**config.mk**
```make
export PLATFORM = sky130hd
export DESIGN_NAME = loop_branch_unit
export DESIGN_NICKNAME = d
export VERILOG_FILES = /design/src/rtl/lbu_pkg.sv /design/src/rtl/lbu_counter_step.sv /design/src/rtl/lbu_target_calc.sv /design/src/rtl/lbu_cycle_sel.sv /design/src/rtl/loop_branch_unit.sv
export SDC_FILE = /design/constraint.sdc
export NUM_CORES = 1
export LEC_CHECK = 0
export ABC_AREA = 1
export CORE_ASPECT_RATIO = 1.4
export CORE_MARGIN = 3
export CORE_UTILIZATION = 40
export DETAILED_ROUTE_END_ITERATION = 8
export GPL_TIMING_DRIVEN = 1
export PLACE_DENSITY = 0.76
export SLEW_MARGIN = 0
export SYNTH_ARGS = -nofsm -noshare
export SYNTH_HDL_FRONTEND = slang
export SYNTH_SLANG_ARGS = --single-unit
```
**constraint.sdc**
```tcl
create_clock -name clk -period 3.45 [get_ports clk]
set_clock_uncertainty 0.2 [all_clocks]
set_input_delay 0.69 -clock clk [delete_from_list [all_inputs] [get_ports clk]]
set_output_delay 0.69 -clock clk [all_outputs]
set_load 0.01 [all_outputs]
```
**src/rtl/lbu_pkg.sv**
```systemverilog
// Package: shared widths, the loop opcode, cycle charges and the result record.
// Assumes: a single byte-wide opcode identifies the loop instruction.
package lbu_pkg;
    parameter int CNT_W   = 8;
    parameter int DISP_W  = 8;
    parameter int PC_W    = 24;
    parameter int SHORT_W = 16;
    parameter int CYC_W   = 3;
    parameter int OP_W    = 8;

    localparam logic [OP_W-1:0]  LOOP_OPCODE = 8'h10;
    localparam logic [CYC_W-1:0] CYC_FALL    = 3'd2;
    localparam logic [CYC_W-1:0] CYC_TAKEN   = 3'd4;

    typedef struct packed {
        logic [CNT_W-1:0] count;
        logic [PC_W-1:0]  pc;
        logic             taken;
        logic [CYC_W-1:0] cycles;
    } lbu_result_t;
endpackage

```
**src/rtl/lbu_counter_step.sv**
```systemverilog
// Module: decrements the loop counter and flags a nonzero result.
// Assumes: the counter wraps modulo 2^W; the test uses the decremented value.
module lbu_counter_step #(
    parameter int W = 8
) (
    input  logic [W-1:0] cnt_in,
    output logic [W-1:0] cnt_next,
    output logic         nonzero
);
    localparam logic [W-1:0] ONE = W'(1);

    // Decrement then test the new value.
    always_comb begin
        cnt_next = cnt_in - ONE;
        nonzero  = |cnt_next;
    end
endmodule

```
**src/rtl/lbu_target_calc.sv**
```systemverilog
// Module: forms the branch target from the next-instruction address and a
// signed displacement, in full-width or short (wrapped) arithmetic.
// Assumes: PC_W >= SHORT_W >= DISP_W; short mode keeps the top bits of base.
module lbu_target_calc #(
    parameter int PC_W    = 24,
    parameter int SHORT_W = 16,
    parameter int DISP_W  = 8
) (
    input  logic [PC_W-1:0]   base,
    input  logic [DISP_W-1:0] disp,
    input  logic              wide,
    output logic [PC_W-1:0]   target
);
    localparam int EXT_W = PC_W - DISP_W;

    logic [PC_W-1:0]    disp_sx;
    logic [PC_W-1:0]    sum_full;
    logic [SHORT_W-1:0] sum_short;
    logic [PC_W-1:0]    short_target;

    // Sign-extend the displacement and form both sums.
    always_comb begin
        disp_sx   = {{EXT_W{disp[DISP_W-1]}}, disp};
        sum_full  = base + disp_sx;
        sum_short = base[SHORT_W-1:0] + disp_sx[SHORT_W-1:0];
    end

    // Short result: keep the upper bits of the base when they exist.
    generate
        if (PC_W > SHORT_W) begin : g_keep_upper
            assign short_target = {base[PC_W-1:SHORT_W], sum_short};
        end else begin : g_no_upper
            assign short_target = sum_short;
        end
    endgenerate

    // Select the arithmetic width.
    always_comb target = wide ? sum_full : short_target;
endmodule

```
**src/rtl/lbu_cycle_sel.sv**
```systemverilog
// Module: maps the branch decision to the cycle charge for the sequencer.
// Assumes: a taken branch costs more cycles than a fall-through.
module lbu_cycle_sel
    import lbu_pkg::*;
(
    input  logic             taken,
    output logic [CYC_W-1:0] cycles
);
    // Pick the charge for the decision.
    always_comb cycles = taken ? CYC_TAKEN : CYC_FALL;
endmodule

```
**src/rtl/loop_branch_unit.sv**
```systemverilog
// Module: decrement-and-branch loop unit. Accepts the loop instruction when
// op_valid is high with the matching opcode, and registers the new counter,
// the new PC, the taken flag and the cycle charge. res_valid pulses one
// cycle after acceptance. Results hold until the next accepted instruction.
// Assumes: synchronous active-low reset; next_pc already points past the
// two-byte instruction.
module loop_branch_unit
    import lbu_pkg::*;
(
    input  logic              clk,
    input  logic              rst_n,
    input  logic              op_valid,
    input  logic [OP_W-1:0]   opcode,
    input  logic [DISP_W-1:0] disp,
    input  logic [CNT_W-1:0]  cnt_in,
    input  logic [PC_W-1:0]   next_pc,
    input  logic              long_mode,
    output logic              res_valid,
    output logic [CNT_W-1:0]  cnt_out,
    output logic [PC_W-1:0]   pc_out,
    output logic              br_taken,
    output logic [CYC_W-1:0]  cyc_count
);
    logic             accept;
    logic [CNT_W-1:0] cnt_next;
    logic             cnt_nz;
    logic [PC_W-1:0]  target;
    logic [CYC_W-1:0] cycles;
    lbu_result_t      res_d;
    lbu_result_t      res_q;
    logic             valid_q;

    // Decode the loop instruction.
    always_comb accept = op_valid && (opcode == LOOP_OPCODE);

    lbu_counter_step #(.W(CNT_W)) u_count (
        .cnt_in   (cnt_in),
        .cnt_next (cnt_next),
        .nonzero  (cnt_nz)
    );

    lbu_target_calc #(.PC_W(PC_W), .SHORT_W(SHORT_W), .DISP_W(DISP_W)) u_target (
        .base   (next_pc),
        .disp   (disp),
        .wide   (long_mode),
        .target (target)
    );

    lbu_cycle_sel u_cycles (
        .taken  (cnt_nz),
        .cycles (cycles)
    );

    // Assemble the next result record.
    always_comb begin
        res_d.count  = cnt_next;
        res_d.pc     = cnt_nz ? target : next_pc;
        res_d.taken  = cnt_nz;
        res_d.cycles = cycles;
    end

    // Register results on acceptance; hold otherwise.
    always_ff @(posedge clk) begin
        if (!rst_n) begin
            res_q   <= '0;
            valid_q <= 1'b0;
        end else begin
            valid_q <= accept;
            if (accept) res_q <= res_d;
        end
    end

    // Drive the ports from the result register.
    always_comb begin
        res_valid = valid_q;
        cnt_out   = res_q.count;
        pc_out    = res_q.pc;
        br_taken  = res_q.taken;
        cyc_count = res_q.cycles;
    end

    // a result pulse follows a matching instruction.
    a_r2_valid_follows_op: assert property (@(posedge clk) disable iff (!rst_n)
        res_valid |-> $past(op_valid) && ($past(opcode) == LOOP_OPCODE));

    // counter output is the input minus one.
    a_r4_count_decrements: assert property (@(posedge clk) disable iff (!rst_n)
        res_valid |-> cnt_out == CNT_W'($past(cnt_in) - CNT_W'(1)));

    // taken only with a nonzero new count.
    a_r5_taken_nonzero: assert property (@(posedge clk) disable iff (!rst_n)
        res_valid |-> (br_taken == (cnt_out != '0)));

    // a fall-through leaves the PC at the next address.
    a_r8_fall_pc: assert property (@(posedge clk) disable iff (!rst_n)
        (res_valid && !br_taken) |-> pc_out == $past(next_pc));

    // cycle charge matches the decision.
    a_r9_cycle_charge: assert property (@(posedge clk) disable iff (!rst_n)
        res_valid |-> cyc_count == (br_taken ? CYC_TAKEN : CYC_FALL));

    // results hold without a result pulse.
    a_r10_hold: assert property (@(posedge clk) disable iff (!rst_n)
        (!res_valid && $past(rst_n)) |-> $stable(pc_out) && $stable(cnt_out));
endmodule

```
Yosys cells after proc, flatten, opt, wreduce, memory -nomap -nowiden:

Cells that the tools add are included.

* register bits: 37
* latch bits: 0
* RAM bits: 0
* memory bits (read-only): 0
* bits of input ports: 52
* output and inout bits: 37
* word-level logic and storage cells: 14
* memories: 0

* add/subtract/negate cells: 3
* multiply operators: 0
* divide/modulo/power cells: 0
* order comparisons: 0
* equality and inequality tests: 1
* shifts and indexed selects: 0
* multiplexer cells: 3
* bitwise gates (word level): 0
* reduce and logical (&&, ||, !) cells: 2

Operator list (number)
* $mux 24: 2
* $add 24x24->24: 1
* $add 16x16->16: 1
* $eq 8x5->1 const B: 1
* $reduce_or 8->1: 1
* $sub 8x1->8 const B: 1
* $mux 3: 1
* $logic_and 1x1->1: 1

Longest topological paths before layout:

* depth after elaboration: 3
* mapped depth: 16
* depth with buffers taken out: 15

Cells and area by module:

Synthesis repeated with hierarchy kept, for this count alone.

* cell total of the unflattened synthesis: 730
* area total of the unflattened synthesis: 4018.9 sq um

Modules (own cells, without submodules)
* loop_branch_unit: instances 1, cells each 326, area an instance 1925.6 sq um, seq. area each 740.7 sq um
* lbu_target_calc: instances 1, cells each 359, area an instance 1850.5 sq um, seq. area each 0.0 sq um
* lbu_counter_step: instances 1, cells each 41, area an instance 220.2 sq um, seq. area each 0.0 sq um
* lbu_cycle_sel: instances 1, cells each 4, area an instance 22.5 sq um, seq. area each 0.0 sq um

Least setup slack after synthesis:

Ideal clock, no wire load.

* path kind: input port to flip-flop
* start: input disp[0]
* end: register res_q, in the netlist pc_out[12]
* setup time: 56 ps
* data arrival time: 2153 ps
* data required time: 3194 ps
* path slack: 1040 ps
* stages: 15
* buffers on the path: 0
* cell sequence: ha_1 -> inv_1 -> fa_1 -> inv_1 -> nand3_1 -> nand3_1 -> nand2_1 -> nand2_1 -> nand2_1 -> nand2_1 -> xor2_1 -> nand2_1 -> nand3_1 -> nand2_1 -> inv_1

* cells in the longest elaborated chain, start to end: 3
* elaborated cells between the ends (all ways): 4
* classes of those cells: add/sub: 2; mux: 2

Ends and longest elaborated chain
* start: declaration: line loop_branch_unit.sv:14 `input logic [DISP_W-1:0] disp,`
* $add 24x24->24 / $add 16x16->16 (equally long branches): line lbu_target_calc.sv:24, lbu_target_calc.sv:25
* $mux 24 *: line lbu_target_calc.sv:38 `always_comb target = wide ? sum_full : short_target;`
* $mux 24 *: line loop_branch_unit.sv:57 `res_d.pc = cnt_nz ? target : next_pc;`
* end signal: assignment: line loop_branch_unit.sv:69 `if (accept) res_q <= res_d;`
* end: declaration: line loop_branch_unit.sv:30 `lbu_result_t res_q;`

Mark *: on every way between the ends. The rest lies on a longest branch, timed or not.
A chain may end at the register's enable or synchronous reset.

Final worst setup path:

* start: input cnt_in[0]
* end: register res_q, in the netlist pc_out[0]

* cells in the longest elaborated chain, start to end: 3

Ends and longest elaborated chain
* start: declaration: line loop_branch_unit.sv:15 `input logic [CNT_W-1:0] cnt_in,`
* $sub 8x1->8: line lbu_counter_step.sv:14 `cnt_next = cnt_in - ONE;`
* via cnt_next[0]: line loop_branch_unit.sv:25 `logic [CNT_W-1:0] cnt_next;`
* $reduce_or 8->1: line lbu_counter_step.sv:15 `nonzero = |cnt_next;`
* $mux 24: line loop_branch_unit.sv:57

The timed path passes the listed nets, and every way through them passes these cells.

==> run summary <==
outcome -> finished, final reports clean
# fillers -> 820
type of element launching the critical path -> primary input
Yosys top cell by area -> nand2_1
vias per cell -> 4.991
H-tree levels -> 2
# diodes -> 0
CP Class -> in -> reg
Post-Route WL -> 10520 microns
Fin Setup TNS -> 0 ns
cell leakage power -> 2.194 nW
Final min period -> 2.950 ns
die area -> 0.009583 sq mm
Critical Path RT -> 3.44 ns
YS warnings -> 0
worst reg2reg path startpoint -> pc_out[15]$_SDFFE_PN0P_
HP Start -> pc_out[22]$_SDFFE_PN0P_
drt pass-1 iters -> 5
final setup vio count -> 0
FF-to-FF path depth -> 3
chip width -> 83.60 microns
Slew headroom -> 0.4297
hold violation count in the final report -> 0
initial core utilization -> 0.4113
TritonCTS clock tree -> built
ys async rst share -> 0
post-synth top area share -> 0.2382
R2R Path End -> pc_out[15]$_SDFFE_PN0P_
vias in the first global route -> 3781
number of synthesized flops with an enable pin -> 0
overall power -> 1.404 mW
Post-DRT Antenna Nets -> 0
Die Height -> 114.6 microns
via count -> 3823
GRT overflow -> 0
critical path endpoint category -> register
postcts setup bufs -> 0
mapped cell area -> 0.003372 sq mm
Wirelength per Cell -> 13.73 microns
initial antenna violation count -> 0
clock buffer depth -> 2
Arr. time, crit path -> 2.94 ns
CTS clk-pin slew, worst paths -> 0.06 ns
CTS Sinks -> 35
Core Region -> 0.008198 sq mm
Routability Congestion -> 0.8864
ys flop type -> dfxtp_1
largest net degree at the start of global routing -> 24
Worst Path Max Fanout -> 12
most common cell after layout, fill and taps aside -> nand2_1
Max Cap Viol -> 0
Site Rows -> 39
pwr dens -> 309.8 mW/mm^2
Root Buffer -> clkbuf_16
Core Util, Final -> 0.5530
Slew Limit Fails -> 0
sequential fraction of the synthesis area -> 0.2078
worst-margin pin slew -> 0.8545 ns
Final #Nets -> 741
Netlist cell types -> 36
Max VDD drop -> 0.2305 mV
DRC Markers -> 0
most frequent cells in the layout -> 214 x nand2_1, 94 x inv_1, 87 x clkdlybuf4s50_1, 37 x nor2_1
Cells after Synth -> 575
flop2flop setup slack -> 2.48 ns
IO Pins -> 89
Yosys reg bits -> 35
proportion of layout cells with a drive suffix above 1 -> 0.04970
DP Wirelength -> 8562 microns
GRT Total Usage -> 0.2206
port bufs -> 87
DRT iter0 DRCs -> 245
global-route wire length before repair -> 17380 microns
fin crit share -> 0.8550
syn_nets -> 653
top post-synthesis cells by area -> nand2_1 24%, dfxtp_1 21%, inv_1 10%, ha_1 9.3%, a21oi_1 5.3%
critical path capture point -> pc_out[0]$_SDFFE_PN0P_
post_cts resized -> 0
# hold bufs at CTS -> 0
worst setup path start -> cnt_in[0]
Syn Area/Cell -> 5.864 sq um
number of CTS-inserted buffers -> 5
Area Growth Syn to Fin -> 34.43%
Fmax -> 0.3390 GHz
RSZ-0062 raised after global routing -> false
worst hold path type -> reg -> reg
worst skew pair latency -> 0.28 ns
## worst max-delay path: stages
cell	delay, ns
clkdlybuf4s50_1	0.51
inv_1	0.12
ha_1	0.27
xnor2_1	0.27
nand3_1	0.19
nor2_4	0.15
nand3_4	0.15
nor2_4	0.29
nand2_1	0.11
a31oi_1	0.21
## registers in the layout, indices dropped and copies added (netlist names)
register / cells
cyc_count: 2
res_valid: 1
cnt_out: 8
pc_out: 24
## metrics by stage
stage	instance area (sq um)	hold WS, ns	std cells	worst slack [ns]
finish	4533	0.2678	766	0.5002
global placement	4344	0.2571	758	0.3040
floorplan	3372	0.2900	575	1.040
detailed placement	4344	0.2638	758	0.2588
CTS	4533	0.2733	766	0.5348
global route	4533	0.2953	766	0.3044
## worst min path at each step
stage,end,slack (ns),cells after the start
floorplan,pc_out[16]$_SDFFE_PN0P_,0.29,2
finish,pc_out[22]$_SDFFE_PN0P_,0.27,2
global route,pc_out[17]$_SDFFE_PN0P_,0.30,2
global placement,pc_out[19]$_SDFFE_PN0P_,0.26,2
detailed placement,pc_out[22]$_SDFFE_PN0P_,0.26,2
CTS,pc_out[22]$_SDFFE_PN0P_,0.27,2
## final cells by class
cell class | instances | area, sq um | area share
Clock inverter | 2 | 60.06 | 0.01325
Tap cell | 102 | 127.6 | 0.02815
Clock buffer | 6 | 128.9 | 0.02843
Timing Repair Buffer | 92 | 908.4 | 0.2004
Multi-Input combinational cell | 431 | 2240 | 0.4941
Sequential cell | 35 | 700.7 | 0.1546
Inverter | 98 | 367.9 | 0.08115
## cell usage after synthesis (2+ instances only)
cell type  instances
xnor2_1            4
dfxtp_1           35
inv_2              4
and2_1             2
nand2_2            5
a31oi_1           13
nand4_1           10
o21ai_0           10
buf_4              2
inv_1             94
xor2_1            11
o21bai_1           2
buf_6              2
a21oi_1           36
nor3_1             2
nor4_1             2
nand2_1          214
clkbuf_1           7
nor2_1            37
nand3b_1           3
ha_1              25
nand3_1           36
nor2_4             6
## power by group
group / switching, mW / total, mW / internal [mW]
registers: 0.000393 / 0.405 / 0.405
logic: 0.235 / 0.399 / 0.164
clock network: 0.185 / 0.600 / 0.415
total: 0.421 / 1.40 / 0.983
## routing by layer
metal  vias to the layer above  global-route usage  part of all wire
met5                         -                   0                 0
met4                         0             0.09764             0.034
met3                        23             0.02736             0.034
met2                       109              0.4068              0.52
met1                      1705              0.2530              0.41
li1                       1986                   -                 -
## logic make-up (layout without fill, tap and decap cells)
| family | after synthesis | in the layout | share of synthesized area |
|---|---|---|---|
| AND/OR/NAND/NOR | 324 | 324 | 0.4193 |
| buffers and inverters | 109 | 198 | 0.1280 |
| AO/OA/AOI/OAI | 65 | 65 | 0.1061 |
| flip-flops | 35 | 35 | 0.2078 |
| adder cells (fa/ha/maj) | 26 | 26 | 0.09870 |
| XOR/XNOR | 15 | 15 | 0.03896 |
| other | 1 | 1 | 0.001112 |
No activity file was read; power rests on OpenSTA's default activity.
